### src/rtl/cur_pkg.sv
package cur_pkg;

    localparam int ADDR_W     = 24;
    localparam int CUR_DIM    = 64;
    localparam int CODE_W     = 2;
    localparam int LINE_BITS  = CUR_DIM * CODE_W;
    localparam int LINE_BYTES = LINE_BITS / 8;
    localparam int CNT_W      = $clog2(LINE_BYTES) + 1;
    localparam int COL_W      = $clog2(CUR_DIM);

    typedef enum logic [CODE_W-1:0] {
        PX_CLEAR  = 2'd0,
        PX_INVERT = 2'd1,
        PX_COL0   = 2'd2,
        PX_COL1   = 2'd3
    } px_code_e;

    typedef struct packed {
        logic [15:0]       xpos;
        logic [15:0]       ypos;
        logic [7:0]        skip_x;
        logic [7:0]        skip_y;
        logic [ADDR_W-1:0] base;
        logic [7:0]        pitch;
        logic [7:0]        lmode;
        logic              enable;
        logic              word_mode;
    } cur_cfg_t;

    function automatic logic [ADDR_W-1:0] byte_base(input logic [ADDR_W-1:0] b,
                                                    input logic word_mode);
        return word_mode ? {b[ADDR_W-3:0], 2'b00} : b;
    endfunction

    function automatic logic [ADDR_W-1:0] fetch_step(input logic [7:0] lmode);
        return (lmode == 8'd2) ? ADDR_W'(2) : ADDR_W'(1);
    endfunction

endpackage

### src/rtl/cur_regs.sv
module cur_regs
    import cur_pkg::*;
(
    input  logic       clk,
    input  logic       rst,
    input  logic       we,
    input  logic [3:0] idx,
    input  logic [7:0] wdata,
    output cur_cfg_t   cfg
);

    always_ff @(posedge clk) begin
        if (rst) begin
            cfg <= '0;
        end else if (we) begin
            case (idx)
                4'd0:  cfg.xpos[7:0]    <= wdata;
                4'd1:  cfg.xpos[15:8]   <= wdata;
                4'd2:  cfg.ypos[7:0]    <= wdata;
                4'd3:  cfg.ypos[15:8]   <= wdata;
                4'd4:  cfg.skip_x       <= wdata;
                4'd5:  cfg.skip_y       <= wdata;
                4'd6:  cfg.base[7:0]    <= wdata;
                4'd7:  cfg.base[15:8]   <= wdata;
                4'd8:  cfg.base[23:16]  <= wdata;
                4'd9:  cfg.pitch        <= wdata;
                4'd10: cfg.lmode        <= wdata;
                4'd11: begin
                    cfg.enable    <= wdata[7];
                    cfg.word_mode <= wdata[0];
                end
                default: ;
            endcase
        end
    end

endmodule

### src/rtl/cur_fetch.sv
module cur_fetch
    import cur_pkg::*;
(
    input  logic                 clk,
    input  logic                 rst,
    input  cur_cfg_t             cfg,
    input  logic [15:0]          raster_y,
    input  logic                 hblank,
    output logic                 mem_req,
    input  logic                 mem_ready,
    output logic [ADDR_W-1:0]    mem_addr,
    input  logic                 mem_rvalid,
    input  logic [7:0]           mem_rdata,
    output logic [LINE_BITS-1:0] line_buf,
    output logic                 line_ok
);

    logic              hb_q, hb_rise, busy;
    logic [CNT_W-1:0]  req_cnt, rsp_cnt;
    logic [ADDR_W-1:0] cur_addr, step, row_off;
    logic [16:0]       next_y, dy;
    logic [8:0]        row_sum;
    logic              y_hit;

    assign hb_rise = hblank & ~hb_q;
    assign next_y  = {1'b0, raster_y} + 17'd1;
    assign dy      = next_y - {1'b0, cfg.ypos};
    assign row_sum = {3'b000, dy[COL_W-1:0]} + {1'b0, cfg.skip_y};
    assign y_hit   = (next_y >= {1'b0, cfg.ypos}) && (dy < 17'(CUR_DIM))
                     && (row_sum < 9'(CUR_DIM));
    assign row_off = ADDR_W'(row_sum[COL_W-1:0]) * ADDR_W'({cfg.pitch, 3'b000});

    assign mem_req  = busy && (req_cnt < CNT_W'(LINE_BYTES));
    assign mem_addr = cur_addr;

    always_ff @(posedge clk) begin
        if (rst) begin
            hb_q     <= 1'b0;
            busy     <= 1'b0;
            req_cnt  <= '0;
            rsp_cnt  <= '0;
            cur_addr <= '0;
            step     <= '0;
            line_buf <= '0;
            line_ok  <= 1'b0;
        end else begin
            hb_q <= hblank;
            if (hb_rise) begin
                line_ok  <= 1'b0;
                busy     <= cfg.enable && y_hit;
                req_cnt  <= '0;
                rsp_cnt  <= '0;
                cur_addr <= byte_base(cfg.base, cfg.word_mode) + row_off;
                step     <= fetch_step(cfg.lmode);
            end else if (busy) begin
                if (mem_req && mem_ready) begin
                    cur_addr <= cur_addr + step;
                    req_cnt  <= req_cnt + 1'b1;
                end
                if (mem_rvalid) begin
                    line_buf[{rsp_cnt[CNT_W-2:0], 3'b000} +: 8] <= mem_rdata;
                    rsp_cnt <= rsp_cnt + 1'b1;
                    if (rsp_cnt == CNT_W'(LINE_BYTES - 1)) begin
                        busy    <= 1'b0;
                        line_ok <= 1'b1;
                    end
                end
            end
        end
    end

endmodule

### src/rtl/cur_mix.sv
module cur_mix
    import cur_pkg::*;
#(
    parameter int              PIX_W = 8,
    parameter logic [PIX_W-1:0] CLR0 = '0,
    parameter logic [PIX_W-1:0] CLR1 = '1
) (
    input  logic                 clk,
    input  logic                 rst,
    input  cur_cfg_t             cfg,
    input  logic [15:0]          raster_x,
    input  logic [PIX_W-1:0]     pix_in,
    input  logic [LINE_BITS-1:0] line_buf,
    input  logic                 line_ok,
    output logic [PIX_W-1:0]     pix_out
);

    logic [15:0]      dx;
    logic [7:0]       col_r;
    logic [COL_W-1:0] col_l;
    logic             covered;
    px_code_e         code;
    logic [PIX_W-1:0] mixed;

    assign dx      = raster_x - cfg.xpos;
    assign col_r   = cfg.skip_x - dx[7:0];
    assign col_l   = COL_W'(CUR_DIM - 1) - col_r[COL_W-1:0];
    assign covered = cfg.enable && line_ok && (raster_x >= cfg.xpos)
                     && (dx < 16'(CUR_DIM)) && (dx[7:0] <= cfg.skip_x)
                     && (col_r < 8'(CUR_DIM));
    assign code    = px_code_e'(line_buf[{col_l, 1'b0} +: CODE_W]);

    always_comb begin
        mixed = pix_in;
        if (covered) begin
            case (code)
                PX_INVERT: mixed = ~pix_in;
                PX_COL0:   mixed = CLR0;
                PX_COL1:   mixed = CLR1;
                default:   mixed = pix_in;
            endcase
        end
    end

    always_ff @(posedge clk) begin
        if (rst) pix_out <= '0;
        else     pix_out <= mixed;
    end

endmodule

### src/rtl/cursor_overlay.sv
module cursor_overlay
    import cur_pkg::*;
#(
    parameter int               PIX_W = 8,
    parameter logic [PIX_W-1:0] CLR0  = '0,
    parameter logic [PIX_W-1:0] CLR1  = '1
) (
    input  logic              clk,
    input  logic              rst,
    input  logic              reg_we,
    input  logic [3:0]        reg_idx,
    input  logic [7:0]        reg_wdata,
    output logic              mem_req,
    input  logic              mem_ready,
    output logic [23:0]       mem_addr,
    input  logic              mem_rvalid,
    input  logic [7:0]        mem_rdata,
    input  logic [15:0]       raster_x,
    input  logic [15:0]       raster_y,
    input  logic              hblank,
    input  logic [PIX_W-1:0]  pix_in,
    output logic [PIX_W-1:0]  pix_out
);

    cur_cfg_t             cfg;
    logic [LINE_BITS-1:0] line_buf;
    logic                 line_ok;

    cur_regs u_regs (
        .clk(clk), .rst(rst), .we(reg_we), .idx(reg_idx),
        .wdata(reg_wdata), .cfg(cfg)
    );

    cur_fetch u_fetch (
        .clk(clk), .rst(rst), .cfg(cfg), .raster_y(raster_y), .hblank(hblank),
        .mem_req(mem_req), .mem_ready(mem_ready), .mem_addr(mem_addr),
        .mem_rvalid(mem_rvalid), .mem_rdata(mem_rdata),
        .line_buf(line_buf), .line_ok(line_ok)
    );

    cur_mix #(.PIX_W(PIX_W), .CLR0(CLR0), .CLR1(CLR1)) u_mix (
        .clk(clk), .rst(rst), .cfg(cfg), .raster_x(raster_x), .pix_in(pix_in),
        .line_buf(line_buf), .line_ok(line_ok), .pix_out(pix_out)
    );

endmodule

### config.mk
export PLATFORM = sky130hd
export DESIGN_NAME = cursor_overlay
export DESIGN_NICKNAME = d
export VERILOG_FILES = /design/src/rtl/cur_pkg.sv /design/src/rtl/cur_regs.sv /design/src/rtl/cur_fetch.sv /design/src/rtl/cur_mix.sv /design/src/rtl/cursor_overlay.sv
export SDC_FILE = /design/constraint.sdc
export NUM_CORES = 1
export LEC_CHECK = 0
export BUFFER_PORTS_ARGS = -buffer_cell sky130_fd_sc_hd__buf_4
export CAP_MARGIN = 20
export CORE_MARGIN = 3
export CORE_UTILIZATION = 55
export DETAILED_ROUTE_END_ITERATION = 12
export PLACE_DENSITY = 0.73
export SETUP_SLACK_MARGIN = 0.15
export SLEW_MARGIN = 15
export SYNTH_ARGS = -nofsm -noshare
export SYNTH_HDL_FRONTEND = slang
export SYNTH_SLANG_ARGS = --single-unit
### constraint.sdc
create_clock -name clk -period 9.6 [get_ports clk]
set_input_delay 1.92 -clock clk [delete_from_list [all_inputs] [get_ports clk]]
set_output_delay 1.92 -clock clk [all_outputs]
set_load 0.005 [all_outputs]
==> results of run 1 <==
flip-flops by register name, indices dropped and copies added (netlist names), 2 cells and up:
| name | count |
|---|---|
| u_mix.pix_out | 8 |
| u_fetch.step | 2 |
| u_fetch.req_cnt | 5 |
| u_fetch.rsp_cnt | 5 |
| u_regs.cfg | 90 |
| u_fetch.mem_addr | 24 |
| u_fetch.line_buf | 128 |
through the flow:
| stage | util | area (um^2) | setup slack, ns |
|---|---|---|---|
| 3_5_place_dp | 0.5946 | 17160 | 0.3342 |
| 4_1_cts | 0.6267 | 18080 | 0.8394 |
| 2_1_floorplan | - | 16200 | 1.099 |
| 3_3_place_gp | 0.5946 | 17160 | 0.4743 |
| 5_1_grt | 0.6270 | 18090 | 0.2117 |
| 6_report | 0.6270 | 18090 | 0.9151 |
cell usage after synthesis, drive strengths merged (23+ instances only):
cell type,count
o21ai,33
mux4,40
a21oi,54
and2,45
mux2i,234
xnor2,55
nand3,35
nand2,88
dfxtp,265
fa,31
nand2b,23
nor2,307
inv,108
xor2,40
clkbuf,73
ha,91
tightest hold or removal path, stage by stage (launching register included):
cell and delay [ns]:
dfxtp_1 0.32, nand2_1 0.06, a21oi_1 0.05
cell families after synthesis:
| group | after synthesis |
|---|---|
| XOR/XNOR | 95 |
| AO/OA/AOI/OAI | 189 |
| AND/OR/NAND/NOR | 608 |
| flip-flops | 265 |
| adder cells (fa/ha/maj) | 122 |
| buffers and inverters | 187 |
| multiplexers | 296 |
power breakdown:
| part | switching [uW] | internal, uW |
|---|---|---|
| Combinational | 183 | 125 |
| Sequential | 9.73 | 1110 |
| Clock | 443 | 636 |
| Total | 635 | 1870 |
layout make-up:
class,instances,area share
multi-input cells,1310,0.5624
flip-flops and latches,265,0.2932
clock buffers,41,0.04426
repair buffers,106,0.04419
well taps,384,0.02656
inverters,108,0.02241
clock inverters,12,0.006985
path summary, 6_finish.rpt:
check / from / to / slack (ns) / depth (start not counted)
max: raster_y[0] / u_fetch.mem_addr[18] / 0.92 / 33
min: u_fetch.req_cnt[1] / u_fetch.req_cnt[1] / 0.48 / 2
max reg2reg: u_regs.cfg[58] / u_fetch.mem_addr[18] / 2.28 / 31
min reg2reg: u_fetch.req_cnt[1] / u_fetch.req_cnt[1] / 0.48 / 2
routing by layer:
layer  share of wire  global-route usage  wire (um)  vias to the layer above
met4           0.017             0.05072        646                        0
met2            0.46              0.4028      18000                      306
met3           0.051             0.03445       1994                       45
li1                -                   -          -                     6207
met1            0.47              0.3419      18160                     6047
met5               0                   0          0                        -
==> metrics.md, run 1 <==
| Metric | Value |
|---|---|
| Hpwl dp | 28.04 mm |
| Slowest CP cell | fa_1 |
| Post-synth ARST share | 0 |
| Synth Area per Inst | 9.195 um^2 |
| Syn_nets | 1,950 |
| Top_reg_cell synth | dfxtp_1 |
| Final net count | 2,008 |
| XOR/XNOR share of the synthesized area | 0.05136 |
| I/O pin total | 99 |
| Core box area | 28,860 um^2 |
| First-pass iteration count of the detailed router | 5 |
| Initial Util | 0.5614 |
| IO Port Bufs | between 90 and 100 |
| Clock buffer depth | 3 |
| Slew HR | 0.2812 |
| Peak Freq | around 120 MHz |
| Final setup TNS | 0 ns |
| Post-synth top area share | 0.3274 |
| Chip Height | 177.6 um |
| Synth Area in Simple Gates | 0.1731 |
| Row cnt | 62 |
| First-pass GRT wire length | 63.16 mm |
| Cell count after synthesis | 1,762 |
| Most frequent cells in the layout | nor2_1, dfxtp_1, mux2i_1, inv_1, buf_4 |
| Root Driver | clkbuf_16 |
| DRT iter0 DRCs | 846 |
| CTS tree | built |
| Most common cell after layout, fill and taps aside | nor2_1 |
| Post-synthesis sequential area ratio | 0.3274 |
| Final Power | 2508 uW |
| CTS clk-pin slew, worst paths | 0.06 ns |
| Largest area contributor in the netlist | dfxtp_1 |
| DR WL/cell | 17.43 um |
| Pin count of the biggest net entering global routing | about 100 |
| Status | finished, final reports clean |
| Final WL | just under 40 mm |
| Hold Path Class | flip-flop to flip-flop |
| Largest stage delay on the critical path | 0.57 ns |
| Synth unique cells | around 60 |
| Post-Route Skew | 0.01365 ns |
| Post-route ant nets | 0 |
| Post-synth EDFFs | 0 |
| CP arrival | 9.08 ns |
| Synth top area cells | dfxtp_1, mux2i_1, nor2_1 |
| Number of diodes | 0 |
| Compound-Gate Fraction of Synth Area | 0.07730 |
| Layout cells sized above 1 | 0.1156 |
| Worst Path Required | 10.00 ns |
| RD Place Congestion | 0.9421 |
| Setup violators final | 0 |
| Peak VDD IR | 0.1472 mV |
| Synth Area in Adders | 0.1086 |
| Vias in the first global route | 12.41k |
| Finished Layout Cells | 2,226 |
| Final hold violations | 0 |
| Min Tclk post-route | around 8.7 ns |
| Die area | 31,550 um^2 |
| CTS HTree Levels | 1 |
| Leak | 0.007891 uW |
| GRT Total Usage | 0.2438 |
| DRC | 0 |
| Placed cells | 2,173 |
| Mux contribution to synthesized area | 0.2171 |
| Via count | 12.61k |
| Fin. max-slew vios | 0 |
| Clk sink count | 265 |
| Pwr Density | 138.6 nW/um^2 |
| Tcrit/Tclk final | 0.9047 |
| Die width | between 150 and 200 um |
| Worst slew pin tran | 1.078 ns |
| Crit start category | primary input |
| Multi-input logic area | 10,170 um^2 |
| Crit end category | flip-flop |
| Crit Path Category | primary input to flip-flop |
| Area Growth Syn to Fin | 11.67% |
| Worst-path fanout max | 8 |
| Fillers | 2,472 |
| Inserted Clock Buffers | 29 |
| Crit path buf inv count | 6 |
| Yosys warns | 0 |
| Post-cts sizing count | 0 |
| Maxcap violations | 0 |
| Yosys reg bits | 265 |
| Most used cell, CP | inv_1 |
| Family with the most delay on the worst path | adder cells |
| Post-Syn Area | 16,200 um^2 |
| Initial antenna violation count | 0 |
| Post-CTS Setup Repair Bufs | 0 |
| RSZ-0062 raised after global routing | false |
| Clock latency on the worst-skew pair | 0.54 ns |
| Drt via density | 5.663 |
| Hold Slack | 0.4793 ns |
| Sequential Area | 5305 um^2 |
| # hold bufs at CTS | 0 |
| Largest family of logic cells by synthesized area | multiplexers |
| Overflow after GRT | 0 |
Power figures use the tool's default switching activity.
==> run 2, diff against run 1 <==
RECOVER_POWER = 50   (was default)
==> run 2 against run 1 <==
Against the previous run: flip-flop and latch count is the same; the flow now finishes with violations (capacitance limit, slew limit); utilization shrank 0.12 points; register-to-register slack lost 0.15 ns; largest cell class unchanged; setup slack lost 0.15 ns; critical endpoint is now u_fetch.mem_addr[22].
==> metrics.md, run 2 (synthesis results as in run 1) <==
| Metric | Value |
|---|---|
| RD Place Congestion | between 0.9 and 1 |
| Family with the most delay on the worst path | adder cells |
| First-pass iteration count of the detailed router | 5 |
| I/O pin total | 99 |
| Pwr Density | 138.8 nW/um^2 |
| Most common cell after layout, fill and taps aside | nor2_1 |
| Clock latency on the worst-skew pair | 0.54 ns |
| RR Startpoint | u_regs.cfg[58] |
| Worst slew pin tran | roughly 4.5 ns |
| Initial antenna violation count | 0 |
| Worst R2R Setup Slack | 2.13 ns |
| Final net count | roughly 2k |
| Pre-CTS WS | around 0.33 ns |
| Hold Path Class | flip-flop to flip-flop |
| Peak VDD IR | 0.1472 mV |
| Largest stage delay on the critical path | around 0.57 ns |
| Final setup margin | 0.7640 ns |
| Post-route ant nets | 0 |
| Post-CTS Setup Repair Bufs | 0 |
| Maxcap violations | 2 |
| Via count | roughly 13k |
| Final hold violations | 0 |
| DRT iter0 DRCs | 927 |
| Initial Util | 0.5614 |
| Crit start category | primary input |
| Slew HR | -2.031 |
| Placed cells | between 2k and 2.5k |
| Slowest CP cell | fa_1 |
| Row cnt | slightly above 60 |
| Hold Crit Start | u_fetch.req_cnt[1] |
| Pin count of the biggest net entering global routing | slightly above 100 |
| Root Driver | clkbuf_16 |
| CTS HTree Levels | 1 |
| Critical Path Start | raster_y[0] |
| Finished Layout Cells | 2,226 |
| Fin. max-slew vios | 148 |
| Clk sink count | 265 |
| CTS tree | built |
| Worst Path Required | 9.81 ns |
| Max FFs per register | 128 |
| Cell depth of the worst setup path | 33 |
| Crit path buf inv count | 6 |
| Status | finished, violations left |
| Die area | between 30,000 and 40,000 um^2 |
| Reg2reg end | u_fetch.mem_addr[22] |
| RSZ-0062 raised after global routing | false |
| Most flops, register | u_fetch.line_buf |
| R2R depth | 31 |
| DR WL/cell | 17.41 um |
| Drt via density | ~5.7 |
| Number of diodes | 0 |
| Chip Height | approximately 180 um |
| Failing checks | capacitance limit, slew limit |
| Peak Freq | 113.2 MHz |
| Vias in the first global route | 12.41k |
| Die width | 177.6 um |
| DRC | 0 |
| Final setup TNS | 0 ns |
| Hpwl dp | 28.04 mm |
| Overflow after GRT | 0 |
| Worst-path fanout max | 8 |
| Inserted Clock Buffers | 29 |
| IO Port Bufs | just under 100 |
| First-pass GRT wire length | 63.16 mm |
| Crit Path Category | primary input to flip-flop |
| End of the worst hold path | u_fetch.req_cnt[1] |
| Crit end category | flip-flop |
| Post-Route Skew | 0.01486 ns |
| Clock buffer depth | 3 |
| Layout cells sized above 1 | 0.1113 |
| Final WL | slightly below 40 mm |
| Area Growth Syn to Fin | 11.46% |
| Core box area | 28,860 um^2 |
| Hold Slack | 0.4793 ns |
| # hold bufs at CTS | 0 |
| Leak | 0.007845 uW |
| Hold depth | 2 |
| CTS clk-pin slew, worst paths | about 0.060 ns |
| Tcrit/Tclk final | 0.9204 |
| GRT Total Usage | 0.2438 |
| CP arrival | 9.05 ns |
| Setup violators final | 0 |
| Min Tclk post-route | 8.836 ns |
| Most frequent cells in the layout | nor2_1, dfxtp_1, mux2i_1, inv_1, ha_1 |
run 2: cell types whose count changed in the layout (fill, tap and decap cells not counted), sizes merged:
cell / delta
buf: -36
clkbuf: +36
run 2: repair_timing:
action                                 4_1_cts  5_1_grt
resized for setup                            0        1
endpoints found under the hold margin        0        0
setup endpoints to repair                    0        2
run 2: layer usage:
| layer | routed length (um) | track usage | share of wire | up-vias |
|---|---|---|---|---|
| li1 | - | - | - | 6210 |
| met1 | 18140 | 0.3419 | 0.47 | 6040 |
| met2 | 17940 | 0.4028 | 0.46 | 304 |
| met3 | 2058 | 0.03445 | 0.053 | 41 |
| met4 | 624 | 0.05072 | 0.016 | 0 |
| met5 | 0 | 0 | 0 | - |
run 2: cell type report:
| type | instances | area [um^2] |
|---|---|---|
| fill | 2481 | 10800 |
| multi-input combinational | 1310 | 10170 |
| sequential | 265 | 5305 |
| clock buffer | 41 | 800.8 |
| timing repair buffer | 106 | 765.7 |
| tap | 384 | 480.5 |
| inverter | 108 | 405.4 |
| clock inverter | 12 | 126.4 |
run 2: through the flow:
| stage | power, uW | instance area (um^2) | utilization |
|---|---|---|---|
| after floorplan | 1352 | 16200 | - |
| final | 2507 | 18060 | 0.6258 |
| after global routing | 2602 | 18060 | 0.6258 |
| after CTS | 2529 | 18080 | 0.6267 |
| after global placement | 1444 | 17160 | 0.5946 |
| after detailed placement | 1448 | 17160 | 0.5946 |
run 2: worst reg2reg max path, delay by kind of cell (launching register included):
kind | cells | cell delay, ns
adders and majority gates | 8 | 3.29
DFF | 1 | 0.31
xor gates and xnor gates | 2 | 0.25
buffers and inverters | 4 | 0.21
AOI/OAI and AO/OA | 12 | 2.43
and+or+nand+nor | 5 | 0.65
run 2: where the power goes:
part / leakage (uW) / internal, uW / total [uW] / switching (uW)
registers: 0.00214 / 1110 / 1120 / 9.60
logic: 0.00525 / 124 / 307 / 183
clock network: 0.000451 / 636 / 1080 / 444
total: 0.00784 / 1870 / 2510 / 636
run 2: worst max-delay path by stage:
stage                            to
6_report       u_fetch.mem_addr[22]
5_1_grt        u_fetch.mem_addr[22]
4_1_cts        u_fetch.mem_addr[18]
3_5_place_dp   u_fetch.mem_addr[18]
3_3_place_gp   u_fetch.mem_addr[18]
2_1_floorplan  u_fetch.mem_addr[18]
